[src/rtl/i2c_byte_master.sv]
`timescale 1ns/1ps
module i2c_byte_master #(
  parameter int BASE_HALF = 250,
  parameter int SEL_W = 2
) (
  input  logic       clk,
  input  logic       rst_n,
  input  logic       sel,
  input  logic       wr,
  input  logic       rd,
  input  logic [7:0] wdata,
  output logic [7:0] rdata,
  input  logic       scl_i,
  input  logic       sda_i,
  output logic       scl_oe,
  output logic       sda_oe
);
  localparam int CW = $clog2(BASE_HALF + 1);
  localparam logic [3:0] S_IDLE = 4'd0, S_START = 4'd1, S_LOW = 4'd2, S_HIGH = 4'd3,
                         S_HOLD = 4'd4, S_STOP_A = 4'd5, S_STOP_B = 4'd6,
                         S_RS_A = 4'd7, S_RS_B = 4'd8;

  logic [3:0]    st;
  logic [CW-1:0] cnt, half;
  logic [3:0]    bitn;
  logic [7:0]    sr, own, clkr;
  logic          eso, es1, ack_en, pin, nbb, lrb, rx, addr_ph, rs_pend, sda_q;

  assign half   = CW'(BASE_HALF >> clkr[SEL_W-1:0]);
  wire   tick   = (cnt == half - CW'(1));
  wire   midlow = (cnt == CW'(1));
  wire   tx     = addr_ph | ~rx;
  wire   dsel   = !sel && eso && !es1;
  wire   dwr    = wr && dsel;
  wire   drd    = rd && dsel;
  wire   cwr    = wr && sel;
  wire   inbyte = (st == S_LOW) || (st == S_HIGH);
  wire   go     = (st == S_HOLD) && (dwr || (drd && rx && !addr_ph));

  assign scl_oe = (st == S_LOW) || (st == S_HOLD) || (st == S_STOP_A) || (st == S_RS_A);
  assign rdata  = sel ? {pin, 3'b000, lrb, 2'b00, nbb} : es1 ? clkr : eso ? sr : own;

  always_ff @(posedge clk) begin
    if (!rst_n) begin
      st <= S_IDLE; cnt <= '0; bitn <= '0; sr <= '0; own <= '0; clkr <= '0;
      eso <= 1'b0; es1 <= 1'b0; ack_en <= 1'b0; pin <= 1'b1; nbb <= 1'b1;
      lrb <= 1'b0; rx <= 1'b0; addr_ph <= 1'b0; rs_pend <= 1'b0;
      sda_q <= 1'b1; sda_oe <= 1'b0;
    end else begin
      sda_q <= sda_i;
      if (sda_q && !sda_i && scl_i) nbb <= 1'b0;
      else if (!sda_q && sda_i && scl_i) nbb <= 1'b1;

      cnt <= (tick || st == S_IDLE || st == S_HOLD) ? '0 : cnt + CW'(1);

      if (cwr) begin
        eso <= wdata[6]; es1 <= wdata[5]; ack_en <= wdata[0];
        if (wdata[7]) pin <= 1'b1;
      end
      if (wr && !sel) begin
        if (es1) clkr <= wdata;
        else if (!eso) own <= wdata;
      end
      if (dwr && !inbyte) begin
        sr <= wdata;
        rs_pend <= 1'b0;
        if (st != S_IDLE) pin <= 1'b1;
      end

      case (st)
        S_IDLE:
          if (cwr && wdata[7] && wdata[6] && wdata[2] && !wdata[1] && nbb) begin
            st <= S_START; sda_oe <= 1'b1; addr_ph <= 1'b1; rx <= 1'b0; rs_pend <= 1'b0;
          end
        S_START:
          if (tick) begin
            st <= rs_pend ? S_HOLD : S_LOW;
            bitn <= '0;
          end
        S_LOW: begin
          if (midlow) sda_oe <= (bitn == 4'd8) ? (!tx && ack_en) : (tx && !sr[7]);
          if (tick) st <= S_HIGH;
        end
        S_HIGH:
          if (tick) begin
            if (bitn != 4'd8) begin
              sr <= {sr[6:0], sda_i};
              bitn <= bitn + 4'd1;
              st <= S_LOW;
            end else begin
              lrb <= sda_i;
              pin <= 1'b0;
              if (addr_ph) rx <= sr[0];
              addr_ph <= 1'b0;
              st <= S_HOLD;
            end
          end
        S_HOLD:
          if (go) begin
            st <= S_LOW; bitn <= '0; pin <= 1'b1;
          end else if (cwr && wdata[1]) begin
            st <= S_STOP_A;
          end else if (cwr && wdata[2] && !wdata[7]) begin
            st <= S_RS_A; addr_ph <= 1'b1; rx <= 1'b0; rs_pend <= 1'b1;
          end
        S_STOP_A: begin
          if (midlow) sda_oe <= 1'b1;
          if (tick) st <= S_STOP_B;
        end
        S_STOP_B:
          if (tick) begin
            st <= S_IDLE; sda_oe <= 1'b0;
          end
        S_RS_A: begin
          if (midlow) sda_oe <= 1'b0;
          if (tick) st <= S_RS_B;
        end
        S_RS_B:
          if (tick) begin
            st <= S_START; sda_oe <= 1'b1;
          end
        default: st <= S_IDLE;
      endcase
    end
  end
endmodule


[config.mk]
export PLATFORM = sky130hd
export DESIGN_NAME = i2c_byte_master
export DESIGN_NICKNAME = d
export VERILOG_FILES = /design/src/rtl/i2c_byte_master.sv
export SDC_FILE = /design/constraint.sdc
export NUM_CORES = 1
export LEC_CHECK = 0
export BUFFER_PORTS_ARGS = -buffer_cell sky130_fd_sc_hd__buf_2
export CORE_MARGIN = 2
export CORE_UTILIZATION = 45
export DETAILED_ROUTE_END_ITERATION = 8
export HOLD_SLACK_MARGIN = 0.06
export MAX_ROUTING_LAYER = met4
export PLACE_DENSITY = 0.69
export SLEW_MARGIN = 20
export SYNTH_ARGS = -nofsm -noshare
export SYNTH_HDL_FRONTEND = slang
export SYNTH_SLANG_ARGS = --single-unit
[constraint.sdc]
create_clock -name clk -period 2.7 [get_ports clk]
set_input_delay 0.405 -clock clk [delete_from_list [all_inputs] [get_ports clk]]
set_output_delay 0.405 -clock clk [all_outputs]
set_load 0.05 [all_outputs]
## Word level (Yosys, flattened, before mapping)

Cells that the tools add are included.

| storage, ports and cells | value |
|---|---|
| register bits after elaboration | 51 |
| input bits | 15 |
| output and inout bits | 10 |
| logic and storage cells | 177 |

| operators by class | value |
|---|---|
| add/sub/neg operators | 3 |
| equal/unequal tests | 31 |
| shift operators | 1 |
| mux-type cells | 63 |
| bitwise logic cells | 6 |
| reduce and logical (&&, ||, !) cells | 56 |

Operators with widths:

| operator | count |
|---|---|
| $mux 4 | 14 |
| $mux 8 | 7 |
| $pmux 4 s9 | 1 |
| $mux 1 | 33 |
| $ne 2x2->1 const B | 15 |
| $logic_and 1x1->1 | 24 |
| $eq 4x3->1 const B | 4 |
| $reduce_and 7->1 | 2 |
| $pmux 4 s3 | 1 |
| $logic_not 1->1 | 10 |
| $reduce_and 9->1 | 1 |
| $add 8x1->8 const B | 1 |
| $eq 4x2->1 const B | 2 |
| $eq 4x4->1 const B | 2 |
| $eq 8x1->1 const B | 1 |
| $eq 8x8->1 | 1 |
| $reduce_and 8->1 | 1 |
| $shr 8x2->8 const A | 1 |
| $sub 8x1->8 const B | 1 |
| $logic_or 1x1->1 | 7 |
| $mux 3 | 2 |
| $ne 2x1->1 const B | 3 |
| $pmux 1 s3 | 2 |
| $pmux 1 s6 | 1 |
| 16 further kinds | 23 |

## Depth between registers and ports, before layout

Gate-level depths: netlist of the first run.

| depth | value |
|---|---|
| depth after elaboration | 10 |
| gate-level depth with buffers | 9 |
| depth with buffers taken out | 8 |

## Worst setup path before layout of the first run

Ideal clock, no wire load.

| path | value |
|---|---|
| kind | flip-flop to output port |
| from | register eso |
| to | output rdata[0] |
| data arrival time | 2105 ps |
| data required time | 2295 ps |
| setup slack | 190 ps |
| cell stages (with the launch flop) | 6 |
| buffers on the path | 1 |
| cells stage by stage | dfxtp_1 -> buf_1 -> mux2i_1 -> nor2_1 -> a21oi_1 -> o21ai_0 |

| between the ends | value |
|---|---|
| cells in the longest elaborated chain, start to end | 3 |

RTL lines:

| item | RTL line | RTL |
|---|---|---|
| start: declaration | 27 | `logic eso, es1, ack_en, pin, nbb, lrb, rx, addr_ph, rs_pend, sda_q;` |
| start signal: assignment | 57 | `eso <= wdata[6]; es1 <= wdata[5]; ack_en <= wdata[0];` |
| $mux 8 (3 in a row) | 41 | `assign rdata = sel ? {pin, 3'b000, lrb, 2'b00, nbb} : es1 ? clkr : eso ? sr : own;` |
| end: declaration | 12 | `output logic [7:0] rdata,` |

No other way between the ends.

## Worst setup path after layout of the first run

| path | value |
|---|---|
| from | register cnt[5] |
| to | register bitn[3] |

| between the ends | value |
|---|---|
| cells in the longest elaborated chain, start to end | 3 |
| elaborated cells between the ends (all ways) | 4 |
| those cells by class | eq/ne: 3; reduce/logical: 1 |

RTL lines:

| item | RTL line | RTL |
|---|---|---|
| start: declaration | 24 | `logic [CW-1:0] cnt, half;` |
| start signal: assignment | 54 | `cnt <= (tick \|\| st == S_IDLE \|\| st == S_HOLD) ? '0 : cnt + CW'(1);` |
| $eq 8x8->1 (*) | 30 | `wire tick = (cnt == half - CW'(1));` |
| $ne 2x2->1 (no source line) | - |  |
| $reduce_and 5->1 (no source line) (*) | - |  |
| end signal: assignment | 88 | `bitn <= bitn + 4'd1;` |
| end: declaration | 25 | `logic [3:0] bitn;` |

Mark *: on every way between the ends. The rest lies on a longest branch, timed or not.
A chain may end at the register's enable or synchronous reset.

==> parameters.txt, run 1 <==
Parameter                              Value

Run status
  Status    finished, final reports clean

Global route
  Global Route Usage Sum    0.205
  Initial antenna violation count    0
  Pin count of the biggest net entering global routing    30
  First-pass GRT wire length    11500 um
  Global route overflow    0
  Via count of the first global-routing pass    2417

Routing
  Antenna Nets Post-Route    0
  Number of vias in the routed layout    2604
  Initial drt markers    210
  Sum of routed wire segments on met1    3130 um
  Met3 WL    338 um
  Sum of met2 wire segment lengths after detailed routing    3130 um
  DR vias/cell    5.66
  Wire length after detailed routing    6710 um
  Mean routed wirelength per cell    14.6 um
  Top metal layer carrying routed signals    met4
  Drt first pass iters    4
  Final routed DRC violation total    0

CTS
  Clock slew at the register clock pins of the worst setup and hold paths    0.10 ns
  Number of sinks handled by clock tree synthesis    51
  CTS tree    built
  Number of buffers created by CTS    5
  Hold Buf Count CTS    0
  Worst-Skew Late Latency    0.31 ns
  Post-CTS setup buffer count    0
  Post-CTS sizing    0
  H-tree level count    2
  Clock Tree Buf Depth    2
  Cell at the root of the clock tree    sky130_fd_sc_hd__clkbuf_8

Worst setup path
  Cells on worst reg2reg path    6
  Crit Path Class    reg2reg
  Destination of the critical timing path    bitn[3]$_SDFFE_PN0P_
  Signal arrival time at the worst endpoint    2.61 ns
  Worst-path fanout max    18
  Worst Setup End Kind    flip-flop
  Category of the worst setup path launch point    flip-flop
  WP data required    2.95 ns
  Reg-to-Reg Start    cnt[5]$_SDFF_PP0_
  Worst r2r dst    bitn[3]$_SDFFE_PN0P_
  Startpoint of the most critical setup path    cnt[5]$_SDFF_PP0_
  Worst reg2reg setup slack    0.34 ns

Die
  Core Rows    29
  Core Footprint    0.00624 mm^2
  Ports placed on the boundary    25
  Vertical die dimension    83.6 um
  Area enclosed by the die boundary    0.00699 mm^2
  Effective utilization at floorplan    0.457
  Horizontal extent of the die    83.6 um

Cells and area
  Total number of nets in the final design    402
  Area of all placed cells without fillers    0.00316 mm^2
  Number of fill cells in the layout    624
  Fraction of layout cells with a size suffix above 1    0.117
  Post-synthesis to final-layout area growth    10.7%
  Inserted Diodes    0

STA
  Skew final    0.0122 ns
  Slew at the pin with the worst max-slew slack    0.710 ns
  Count of final setup violators    0
  Achievable Freq    424 MHz
  Final setup margin    0.340 ns
  Setup repair after global routing missed its margin    false
  Total count of hold-check failures in the final report    0
  Time the final worst path needs with I/O delays and setup    2.36 ns
  Setup total negative slack    0 ns
  Max transition margin    0.526
  Max-slew violation total from the final report    0
  Period Utilization, post-route    0.874

Synthesis
  Count of unique library cells instantiated by Yosys    47
  Top cells by area in the synthesized netlist    sky130_fd_sc_hd__dfxtp_1 36%, sky130_fd_sc_hd__mux2i_1 11%, sky130_fd_sc_hd__nor2_1 7.0%, sky130_fd_sc_hd__a21oi_1 5.8%, sky130_fd_sc_hd__nand2_1 5.7%
  Largest area contributor in the synthesized netlist    sky130_fd_sc_hd__dfxtp_1
  Area of the mapped netlist    0.00285 mm^2
  Post-synth EDFFs    0
  Synthesized instance count    366
  Total nets after synthesis    385
  Predominant post-synthesis flop cell    sky130_fd_sc_hd__dfxtp_1
  Portion of the post-synthesis area used by sequential elements    0.358
  Flip-flop and latch count after synthesis    51
  Most frequent cell after synthesis    sky130_fd_sc_hd__nor2_1
  Synth warn    0
  Mean cell area of the mapped netlist    7.79 um^2
  Async set or reset register ratio after synthesis    0
  Commonest cells post-synth    53 x sky130_fd_sc_hd__nor2_1, 51 x sky130_fd_sc_hd__dfxtp_1, 43 x sky130_fd_sc_hd__nand2_1, 33 x sky130_fd_sc_hd__a21oi_1, 31 x sky130_fd_sc_hd__mux2i_1
  Share of Yosys cell area claimed by the top area cell type    0.358

Worst hold path
  Class of the most critical hold timing path    in2reg

Power
  Power per cell area    564 mW/mm^2
  Leakage power figure    1.32 nW
  Overall power of the completed layout    1.78 mW
  Max IR drop VDD    0.310 mV

Flow run
  Max-cap violations    0

Place
  Placement-stage cell area    0.00305 mm^2
  Estimated wirelength of the detail-placed design    4810 um
  Pre-CTS setup slack    0.318 ns
  Final Wtd Congestion    0.878
  Port buffer count    24
report_power, final:
group / internal, mW / switching (mW) / total [mW]
combinational: 0.157 / 0.271 / 0.428
sequential: 0.788 / 0.0430 / 0.831
clock: 0.272 / 0.250 / 0.522
state kept, by name, indices dropped and copies added (netlist names), 4 cells and up:
name,cells
sr,8
st,4
cnt,8
bitn,4
clkr,8
own,8
worst min path at each step:
stage	endpoint	depth (start not counted)	slack, ns	startpoint
floorplan	own[0]$_SDFFE_PN0P_	2	0.44	own[0]$_SDFFE_PN0P_
global placement	own[1]$_SDFFE_PN0P_	2	0.44	own[1]$_SDFFE_PN0P_
detailed placement	own[6]$_SDFFE_PN0P_	2	0.45	own[6]$_SDFFE_PN0P_
CTS	own[3]$_SDFFE_PN0P_	3	0.35	wdata[3]
global route	own[3]$_SDFFE_PN0P_	3	0.37	wdata[3]
finish	own[3]$_SDFFE_PN0P_	3	0.35	wdata[3]
cell usage in the layout (no fill, tap or decap), types with 2 or more instances in the layout:
cell,Yosys,routed
sky130_fd_sc_hd__buf_2,0,24
sky130_fd_sc_hd__nand3b_1,2,2
sky130_fd_sc_hd__o21a_1,2,2
sky130_fd_sc_hd__nand3_1,13,13
sky130_fd_sc_hd__nand2_1,43,43
sky130_fd_sc_hd__nor2_1,53,53
sky130_fd_sc_hd__buf_4,0,10
sky130_fd_sc_hd__o221ai_1,2,2
sky130_fd_sc_hd__nand4_1,2,2
sky130_fd_sc_hd__nor3_1,6,6
sky130_fd_sc_hd__and3_1,6,6
sky130_fd_sc_hd__xor2_1,4,4
sky130_fd_sc_hd__o21ai_0,12,12
sky130_fd_sc_hd__ha_1,4,4
sky130_fd_sc_hd__a31oi_1,2,2
sky130_fd_sc_hd__and3b_1,2,2
sky130_fd_sc_hd__xnor2_1,3,3
sky130_fd_sc_hd__nor2b_1,10,10
sky130_fd_sc_hd__a211oi_1,11,11
sky130_fd_sc_hd__a21oi_1,33,33
sky130_fd_sc_hd__o311ai_0,2,2
sky130_fd_sc_hd__inv_1,10,10
sky130_fd_sc_hd__o211ai_1,3,3
sky130_fd_sc_hd__and2_1,2,2
sky130_fd_sc_hd__or3_1,4,4
sky130_fd_sc_hd__o21ai_1,4,4
sky130_fd_sc_hd__dfxtp_1,51,51
sky130_fd_sc_hd__clkbuf_8,0,5
sky130_fd_sc_hd__nor3b_1,3,3
sky130_fd_sc_hd__nand2b_1,4,4
sky130_fd_sc_hd__mux2i_1,31,31
sky130_fd_sc_hd__a311oi_1,2,2
metrics by stage:
step / utilization / cells / hold slack, ns
5_1_grt: 0.506 / 460 / 0.375
4_1_cts: 0.506 / 460 / 0.346
6_report: 0.506 / 460 / 0.354
3_3_place_gp: 0.489 / 453 / 0.441
3_5_place_dp: 0.489 / 453 / 0.447
2_1_floorplan: - / 366 / 0.436
critical path, cell delays in order, from the launching register on:
cell                        delay, ns
sky130_fd_sc_hd__dfxtp_1         0.44
sky130_fd_sc_hd__nor3b_2         0.21
sky130_fd_sc_hd__o21ai_1         0.12
sky130_fd_sc_hd__a2111oi_4       0.59
sky130_fd_sc_hd__nand3_4         0.30
sky130_fd_sc_hd__or4b_1          0.56
sky130_fd_sc_hd__o21ai_1         0.09
routing by layer:
metal  track usage  vias to the layer above
met2         0.333                       72
met1         0.261                     1206
li1              -                     1315
met5             -                        -
met3        0.0346                       11
met4        0.0689                        0
cells by family after synthesis:
| logic type | count (synthesis) | synth area share |
|---|---|---|
| buf+inv | 34 | 0.0447 |
| compound gates | 79 | 0.175 |
| mux | 31 | 0.109 |
| fa+ha+maj | 4 | 0.0175 |
| simple gates | 160 | 0.275 |
| flops | 51 | 0.358 |
| xor+xnor | 7 | 0.0215 |
area by class of cell:
| class | count | area (um^2) | area share |
|---|---|---|---|
| multi-input combinational | 281 | 1700 | 0.540 |
| tap | 77 | 96.3 | 0.0305 |
| sequential | 51 | 1020 | 0.323 |
| clock inverter | 1 | 30.0 | 0.00951 |
| clock buffer | 6 | 72.6 | 0.0230 |
| timing repair buffer | 34 | 195 | 0.0618 |
| inverter | 10 | 37.5 | 0.0119 |
Power figures use the tool's default switching activity.
==> inputs of run 2 (changes only) <==
--- a/config.mk
+++ b/config.mk
@@ -5,9 +5,11 @@
 export SDC_FILE = /design/constraint.sdc
 export NUM_CORES = 1
 export LEC_CHECK = 0
+export ABC_AREA = 1
 export BUFFER_PORTS_ARGS = -buffer_cell sky130_fd_sc_hd__buf_2
 export CORE_MARGIN = 2
 export CORE_UTILIZATION = 45
+export CTS_CLUSTER_DIAMETER = 40
 export DETAILED_ROUTE_END_ITERATION = 8
 export HOLD_SLACK_MARGIN = 0.06
 export MAX_ROUTING_LAYER = met4
==> constraint.sdc (replaced) <==
create_clock -name clk -period 2.6 [get_ports clk]
set_input_delay 0.39 -clock clk [delete_from_list [all_inputs] [get_ports clk]]
set_output_delay 0.39 -clock clk [all_outputs]
set_load 0.05 [all_outputs]
==> run 2 against run 1 <==
Clock-buffer cell count is the same. Sequential power is 10% higher. Die area grew 1.2%. Clock power is 16% higher. Sequential share of layout area is 0.15 points lower. Worst hold slack worse by 0.031 ns. Flip-flop and latch count unchanged. Cell area rose by 0.48%. Global-route usage is 1.5 points higher. Combinational power grew 110%. Total power increased by 37%. Critical path depth unchanged.
==> parameters.txt, run 2 <==
Parameter                              Value

Run status
  Status    finished, final reports clean

Synthesis
  Most frequent cell after synthesis    sky130_fd_sc_hd__nand2_1
  Async set or reset register ratio after synthesis    0 (unchanged)
  Mean cell area of the mapped netlist    6.77 um^2 (-13%)
  Flip-flop and latch count after synthesis    51 (unchanged)
  Largest area contributor in the synthesized netlist    sky130_fd_sc_hd__dfxtp_1
  Portion of the post-synthesis area used by sequential elements    0.353 (-0.00449)
  Predominant post-synthesis flop cell    sky130_fd_sc_hd__dfxtp_1
  Area of the mapped netlist    0.00289 mm^2 (+1.3%)
  Total nets after synthesis    446 (+16%)
  Share of Yosys cell area claimed by the top area cell type    0.353 (-0.00449)
  Synthesized instance count    427 (+17%)
  Top cells by area in the synthesized netlist    sky130_fd_sc_hd__dfxtp_1 35%, sky130_fd_sc_hd__nand2_1 12%, sky130_fd_sc_hd__a21oi_1 6.1%, sky130_fd_sc_hd__nand3_1 5.7%, sky130_fd_sc_hd__nor2_1 5.7%
  Count of unique library cells instantiated by Yosys    35 (-26%)
  Post-synth EDFFs    0 (unchanged)
  Synth warn    0 (unchanged)
  Commonest cells post-synth    93 x sky130_fd_sc_hd__nand2_1, 51 x sky130_fd_sc_hd__dfxtp_1, 44 x sky130_fd_sc_hd__nor2_1, 43 x sky130_fd_sc_hd__inv_1, 35 x sky130_fd_sc_hd__a21oi_1

Cells and area
  Total number of nets in the final design    466 (+16%)
  Most common cell after layout, fill and taps aside    sky130_fd_sc_hd__nand2_1
  Final Core Density    0.505 (-0.000532)
  Post-synthesis to final-layout area growth    9.79%
  Fin cells    525 (+14%)
  Number of fill cells in the layout    670 (+7.4%)
  Inserted Diodes    0 (unchanged)
  Fraction of layout cells with a size suffix above 1    0.154 (+0.0365)
  Highest-count cells in the layout ignoring fill and taps    93 x sky130_fd_sc_hd__nand2_1, 51 x sky130_fd_sc_hd__dfxtp_1, 44 x sky130_fd_sc_hd__nor2_1, 43 x sky130_fd_sc_hd__inv_1, 35 x sky130_fd_sc_hd__a21oi_1

Power
  Internal portion of total power    1.45 mW (+19%)
  Max IR drop VDD    0.297 mV (-3.9%)
  Switch share    0.404 (+0.0878)
  Sequential share of power    0.377 (-0.090)
  Power per cell area    768 mW/mm^2 (+36%)
  Clock power frac    0.250 (-0.043)
  Part of the power in combinational logic    0.373 (+0.133)
  Switching power summed over all nets    0.984 mW (+75%)
  Leakage power figure    1.36 nW (+3.5%)

Global route
  Global route overflow    0 (unchanged)
  Pin count of the biggest net entering global routing    30 (unchanged)
  Global Route Usage Sum    0.220 (+0.0145)
  Top Usage Layer GRT    met2
  GRT met1 Usage    0.294 (+0.0337)
  Grt met3 use    0.0406 (+0.00593)
  First-pass GRT wire length    12300 um (+7.6%)
  GR Util met2    0.333 (-0.000479)
  Via count of the first global-routing pass    2658 (+10%)
  Initial antenna violation count    0 (unchanged)

STA
  Slew at the pin with the worst max-slew slack    0.658 ns (-0.0523 ns)
  Skew final    0.0130 ns (+0.000799 ns)
  Total count of hold-check failures in the final report    0 (unchanged)
  Max-slew violation total from the final report    0 (unchanged)
  Period Utilization, post-route    0.938
  Time the final worst path needs with I/O delays and setup    2.44 ns
  Setup total negative slack    0 ns (unchanged)
  Max transition margin    0.561 (+0.0349)
  Setup repair after global routing missed its margin    false
  Achievable Freq    410 MHz
  Count of final setup violators    0 (unchanged)

Worst setup path
  Worst-path fanout max    17 (-1)
  WP data required    2.21 ns (-0.74 ns)
  Startpoint of the most critical setup path    es1$_SDFFE_PN0N_
  Signal arrival time at the worst endpoint    2.05 ns (-0.56 ns)
  Category of the worst setup path launch point    flip-flop
  Crit Path Class    reg2out
  Reg-to-Reg Start    clkr[0]$_SDFFE_PN0P_
  Worst Setup End Kind    output port

Worst hold path
  Class of the most critical hold timing path    in2reg
  Start point of the worst hold path    sda_i

Routing
  DR vias/cell    5.56 (-1.8%)
  Drt first pass iters    5 (+1)
  Final routed DRC violation total    0 (unchanged)
  Wire length after detailed routing    7340 um (+9.4%)
  Mean routed wirelength per cell    14.0 um (-4.2%)
  Antenna Nets Post-Route    0 (unchanged)
  Number of vias in the routed layout    2919 (+12%)
  Initial drt markers    207 (-1.4%)

CTS
  Cell at the root of the clock tree    sky130_fd_sc_hd__clkbuf_8
  Post-CTS sizing    0 (unchanged)
  Clock Tree Buf Depth    2 (unchanged)
  CTS tree    built
  Number of sinks handled by clock tree synthesis    51 (unchanged)
  Clock slew at the register clock pins of the worst setup and hold paths    0.11 ns (about the same)
  Worst-Skew Late Latency    0.32 ns (about the same)
  Number of buffers created by CTS    5 (unchanged)
  H-tree level count    2 (unchanged)
  Hold Buf Count CTS    0 (unchanged)
  Post-CTS setup buffer count    0 (unchanged)

Die
  Area enclosed by the die boundary    0.00708 mm^2 (+1.2%)
  Horizontal extent of the die    84.1 um (+0.60%)
  Ports placed on the boundary    25 (unchanged)
  Core Rows    29 (unchanged)
  Effective utilization at floorplan    0.460 (+0.00314)
  Vertical die dimension    84.1 um (+0.60%)
  Core Footprint    0.00628 mm^2 (+0.58%)

Place
  Port buffer count    24 (unchanged)
  Final Wtd Congestion    0.939 (+6.9%)
  Estimated wirelength of the detail-placed design    5340 um (+11%)
  Number of placed cells counting well taps    517 (+14%)

Flow run
  Max-cap violations    0 (unchanged)
## run 2: cell type report
class	instances	area [um^2]	area share
repair buffers	26	135	0.0426
inverters	53	199	0.0627
clock inverters	2	38.8	0.0122
flip-flops and latches	51	1020	0.322
multi-input cells	310	1600	0.504
clock buffers	6	82.6	0.0260
well taps	77	96.3	0.0304
## run 2: kinds of logic (layout without fill, tap and decap cells)
group,count (synthesis),in the layout,synth area share
buf+inv,66,87,0.0931
compound gates,93,93,0.175
simple gates,207,207,0.343
fa+ha+maj,4,4,0.0173
flops,51,51,0.353
xor+xnor,6,6,0.0182
## run 2: power groups by stage
| stage | logic (mW) | registers, mW | clock network, mW |
|---|---|---|---|
| 6_report | 0.909 | 0.918 | 0.608 |
| 5_1_grt | 1.02 | 0.929 | 0.647 |
| 4_1_cts | 0.897 | 0.917 | 0.607 |
| 3_5_place_dp | 0.892 | 0.935 | 0 |
| 3_3_place_gp | 0.891 | 0.936 | 0 |
| 2_1_floorplan | 0.714 | 0.925 | 0 |
## run 2: worst max-delay path, stage by stage, from the launching register on
cell and delay [ns]:
sky130_fd_sc_hd__dfxtp_1 0.76, sky130_fd_sc_hd__nor2_2 0.24, sky130_fd_sc_hd__a22oi_1 0.29, sky130_fd_sc_hd__o21ai_0 0.13
sky130_fd_sc_hd__nand2_1 0.07, sky130_fd_sc_hd__inv_1 0.04, sky130_fd_sc_hd__buf_2 0.20
## run 2: path summary, 6_finish.rpt
path / end / depth (start not counted) / slack (ns)
worst min-delay path: sda_q$_SDFF_PN1_ / 3 / 0.32
worst max-delay path: rdata[1] / 6 / 0.16
worst min register to register: nbb$_SDFFE_PN1P_ / 1 / 0.47
worst max register to register: st[0]$_SDFFE_PN0P_ / 8 / 0.68
## run 2: through the flow
stage / setup WS (ns) / instance area [um^2] / hold slack [ns] / total power [mW]
after global routing: 0.0274 / 3170 / 0.358 / 2.59
after floorplan: 0.594 / 2890 / 0.400 / 1.64
after global placement: 0.508 / 3050 / 0.406 / 1.83
after CTS: 0.196 / 3170 / 0.333 / 2.42
after detailed placement: 0.550 / 3050 / 0.443 / 1.83
final: 0.160 / 3170 / 0.323 / 2.43
## run 2: metal layers
metal / routed length [um] / vias to the layer above
li1: - / 1443
met1: 3400 / 1356
met2: 3350 / 107
met3: 458 / 13
met4: 135 / 0
met5: 0 / -
==> inputs of run 3 (changes only) <==
--- a/config.mk
+++ b/config.mk
@@ -7,13 +7,15 @@
 export LEC_CHECK = 0
 export ABC_AREA = 1
 export BUFFER_PORTS_ARGS = -buffer_cell sky130_fd_sc_hd__buf_2
+export CORE_ASPECT_RATIO = 1.1
 export CORE_MARGIN = 2
-export CORE_UTILIZATION = 45
+export CORE_UTILIZATION = 25
 export CTS_CLUSTER_DIAMETER = 40
 export DETAILED_ROUTE_END_ITERATION = 8
 export HOLD_SLACK_MARGIN = 0.06
 export MAX_ROUTING_LAYER = met4
-export PLACE_DENSITY = 0.69
+export PLACE_DENSITY = 0.46
+export REMOVE_ABC_BUFFERS = 1
 export SLEW_MARGIN = 20
 export SYNTH_ARGS = -nofsm -noshare
 export SYNTH_HDL_FRONTEND = slang
==> run 3 against run 2 <==
Setup slack better by 0.012 ns. Maximum frequency is 0.51% higher. Utilization shrank 22 points. Flip-flop and latch count is the same. Largest cell class unchanged. Via count fell by 4.4%. Critical path type unchanged.
==> parameters.txt, run 3 (same netlist as run 2, synthesis figures left out) <==
Parameter                              Value

STA
  Count of final setup violators    0 (unchanged)
  Final hold slack    0.338 ns (+0.0147 ns)
  Setup total negative slack    0 ns (unchanged)
  Period Utilization, post-route    0.934 (-0.00473)
  Max-slew violation total from the final report    0 (unchanged)
  Slew at the pin with the worst max-slew slack    0.683 ns (+0.0247 ns)
  Total count of hold-check failures in the final report    0 (unchanged)
  Achievable Freq    412 MHz (+0.51%)
  Setup repair after global routing missed its margin    false
  Skew final    0.00843 ns (-0.00459 ns)
  Max transition margin    0.544 (-0.0165)
  Time the final worst path needs with I/O delays and setup    2.43 ns (-0.0123 ns)

CTS
  Cell at the root of the clock tree    sky130_fd_sc_hd__clkbuf_16
  Number of sinks handled by clock tree synthesis    51 (unchanged)
  Post-CTS sizing    0 (unchanged)
  H-tree level count    2 (unchanged)
  Post-CTS setup buffer count    0 (unchanged)
  Hold Buf Count CTS    0 (unchanged)
  Clock Tree Buf Depth    2 (unchanged)
  Clock slew at the register clock pins of the worst setup and hold paths    0.08 ns (-0.03 ns)
  CTS tree    built
  Worst-Skew Late Latency    0.30 ns (-0.02 ns)
  Number of buffers created by CTS    5 (unchanged)

Die
  Core Rows    41 (+41%)
  Effective utilization at floorplan    0.254 (-0.207)
  Ports placed on the boundary    25 (unchanged)
  Core Footprint    0.0114 mm^2 (+81%)
  Vertical die dimension    117 um (+39%)
  Area enclosed by the die boundary    0.0124 mm^2 (+76%)
  Horizontal extent of the die    106 um (+27%)

Global route
  GR Util met2    0.218 (-0.115)
  Initial antenna violation count    0 (unchanged)
  Via count of the first global-routing pass    2585 (-2.7%)
  Top Usage Layer GRT    met2
  Grt met3 use    0.0206 (-0.0199)
  First-pass GRT wire length    12800 um (+3.6%)
  Global Route Usage Sum    0.133 (-0.0867)
  Pin count of the biggest net entering global routing    23 (-23%)
  GRT met1 Usage    0.172 (-0.122)
  Global route overflow    0 (unchanged)

Power
  Internal portion of total power    1.49 mW (+3.0%)
  Switch share    0.402 (-0.00195)
  Sequential share of power    0.368 (-0.009)
  Leakage power figure    1.37 nW (+0.34%)
  Switching power summed over all nets    1.01 mW (+2.2%)
  Part of the power in combinational logic    0.360 (-0.013)
  Clock power frac    0.272 (+0.022)
  Power per cell area    760 mW/mm^2 (-1.0%)
  Max IR drop VDD    0.316 mV (+6.1%)
  Overall power of the completed layout    2.50 mW (+2.7%)

Worst setup path
  WP data required    2.21 ns (about the same)
  Category of the worst setup path launch point    flip-flop
  Worst Setup End Kind    output port
  Cells on worst reg2reg path    9 (+1)
  Crit Path Class    reg2out
  Worst-path fanout max    17 (unchanged)
  Signal arrival time at the worst endpoint    2.04 ns (about the same)

Worst hold path
  Number of stages on the worst hold path    3 (unchanged)
  Class of the most critical hold timing path    in2reg

Run status
  Status    finished, final reports clean

Cells and area
  Fraction of layout cells with a size suffix above 1    0.154 (unchanged)
  Total number of nets in the final design    466 (unchanged)
  Inserted Diodes    0 (unchanged)
  Post-synthesis to final-layout area growth    13.9%
  Highest-count cells in the layout ignoring fill and taps    93 x sky130_fd_sc_hd__nand2_1, 51 x sky130_fd_sc_hd__dfxtp_1, 44 x sky130_fd_sc_hd__nor2_1, 43 x sky130_fd_sc_hd__inv_1, 35 x sky130_fd_sc_hd__a21oi_1
  Most common cell after layout, fill and taps aside    sky130_fd_sc_hd__nand2_1

Place
  Port buffer count    24 (unchanged)
  Final Wtd Congestion    0.868 (-7.6%)
  Estimated wirelength of the detail-placed design    5850 um (+9.6%)

Routing
  Number of vias in the routed layout    2792 (-4.4%)
  Antenna Nets Post-Route    0 (unchanged)
  Wire length after detailed routing    7840 um (+6.8%)
  DR vias/cell    4.67 (-16%)
  Final routed DRC violation total    0 (unchanged)
  Mean routed wirelength per cell    13.1 um (-6.2%)
  Drt first pass iters    4 (-1)
  Initial drt markers    136 (-34%)

Flow run
  Max-cap violations    0 (unchanged)
[run 3: cell types whose count changed in the layout (fill, tap and decap cells not counted), sizes merged]
cell,change
clkbuf,-1
clkinvlp,+2
bufinv,-1
[run 3: critical path, stage by stage (launching register included)]
cell	delay (ns)
sky130_fd_sc_hd__dfxtp_1	0.76
sky130_fd_sc_hd__nor2_2	0.23
sky130_fd_sc_hd__a22oi_1	0.26
sky130_fd_sc_hd__o21ai_0	0.16
sky130_fd_sc_hd__nand2_1	0.09
sky130_fd_sc_hd__inv_1	0.04
sky130_fd_sc_hd__buf_2	0.20
[run 3: power by group through the flow]
stage | combinational [mW] | clock (mW) | sequential [mW]
final | 0.900 | 0.680 | 0.920
after global routing | 1.02 | 0.733 | 0.930
after CTS | 0.902 | 0.703 | 0.919
after detailed placement | 0.898 | 0 | 0.937
after global placement | 0.907 | 0 | 0.936
after floorplan | 0.686 | 0 | 0.941
[run 3: path summary, 6_finish.rpt]
path | start | slack (ns) | end
min reg2reg | sda_q$_SDFF_PN1_ | 0.42 | nbb$_SDFFE_PN1P_
max reg2reg | clkr[1]$_SDFFE_PN0P_ | 0.67 | st[1]$_SDFFE_PN0P_
max | es1$_SDFFE_PN0N_ | 0.17 | rdata[1]
min | sda_i | 0.34 | sda_q$_SDFF_PN1_
[run 3: per-layer routing]
metal / vias up / wire, um / share of wire
li1: 1435 / - / -
met1: 1269 / 3710 / 0.47
met2: 78 / 3680 / 0.47
met3: 10 / 361 / 0.046
met4: 0 / 92 / 0.012
met5: - / 0 / 0
[run 3: layout make-up]
| type | instances | area [um^2] |
|---|---|---|
| tap | 150 | 188 |
| clock inverter | 3 | 23.8 |
| clock buffer | 5 | 125 |
| sequential | 51 | 1020 |
| fill | 1266 | 8100 |
| timing repair buffer | 26 | 135 |
| inverter | 53 | 199 |
| multi-input combinational | 310 | 1600 |
[run 3: per-stage QoR]
step / setup slack, ns / instance area [um^2] / util / std cells
after floorplan: 0.576 / 2820 / - / 414
after CTS: 0.192 / 3290 / 0.289 / 598
final: 0.172 / 3290 / 0.289 / 598
after global placement: 0.528 / 3140 / 0.276 / 590
after global routing: 0.0586 / 3290 / 0.289 / 598
after detailed placement: 0.512 / 3140 / 0.276 / 590
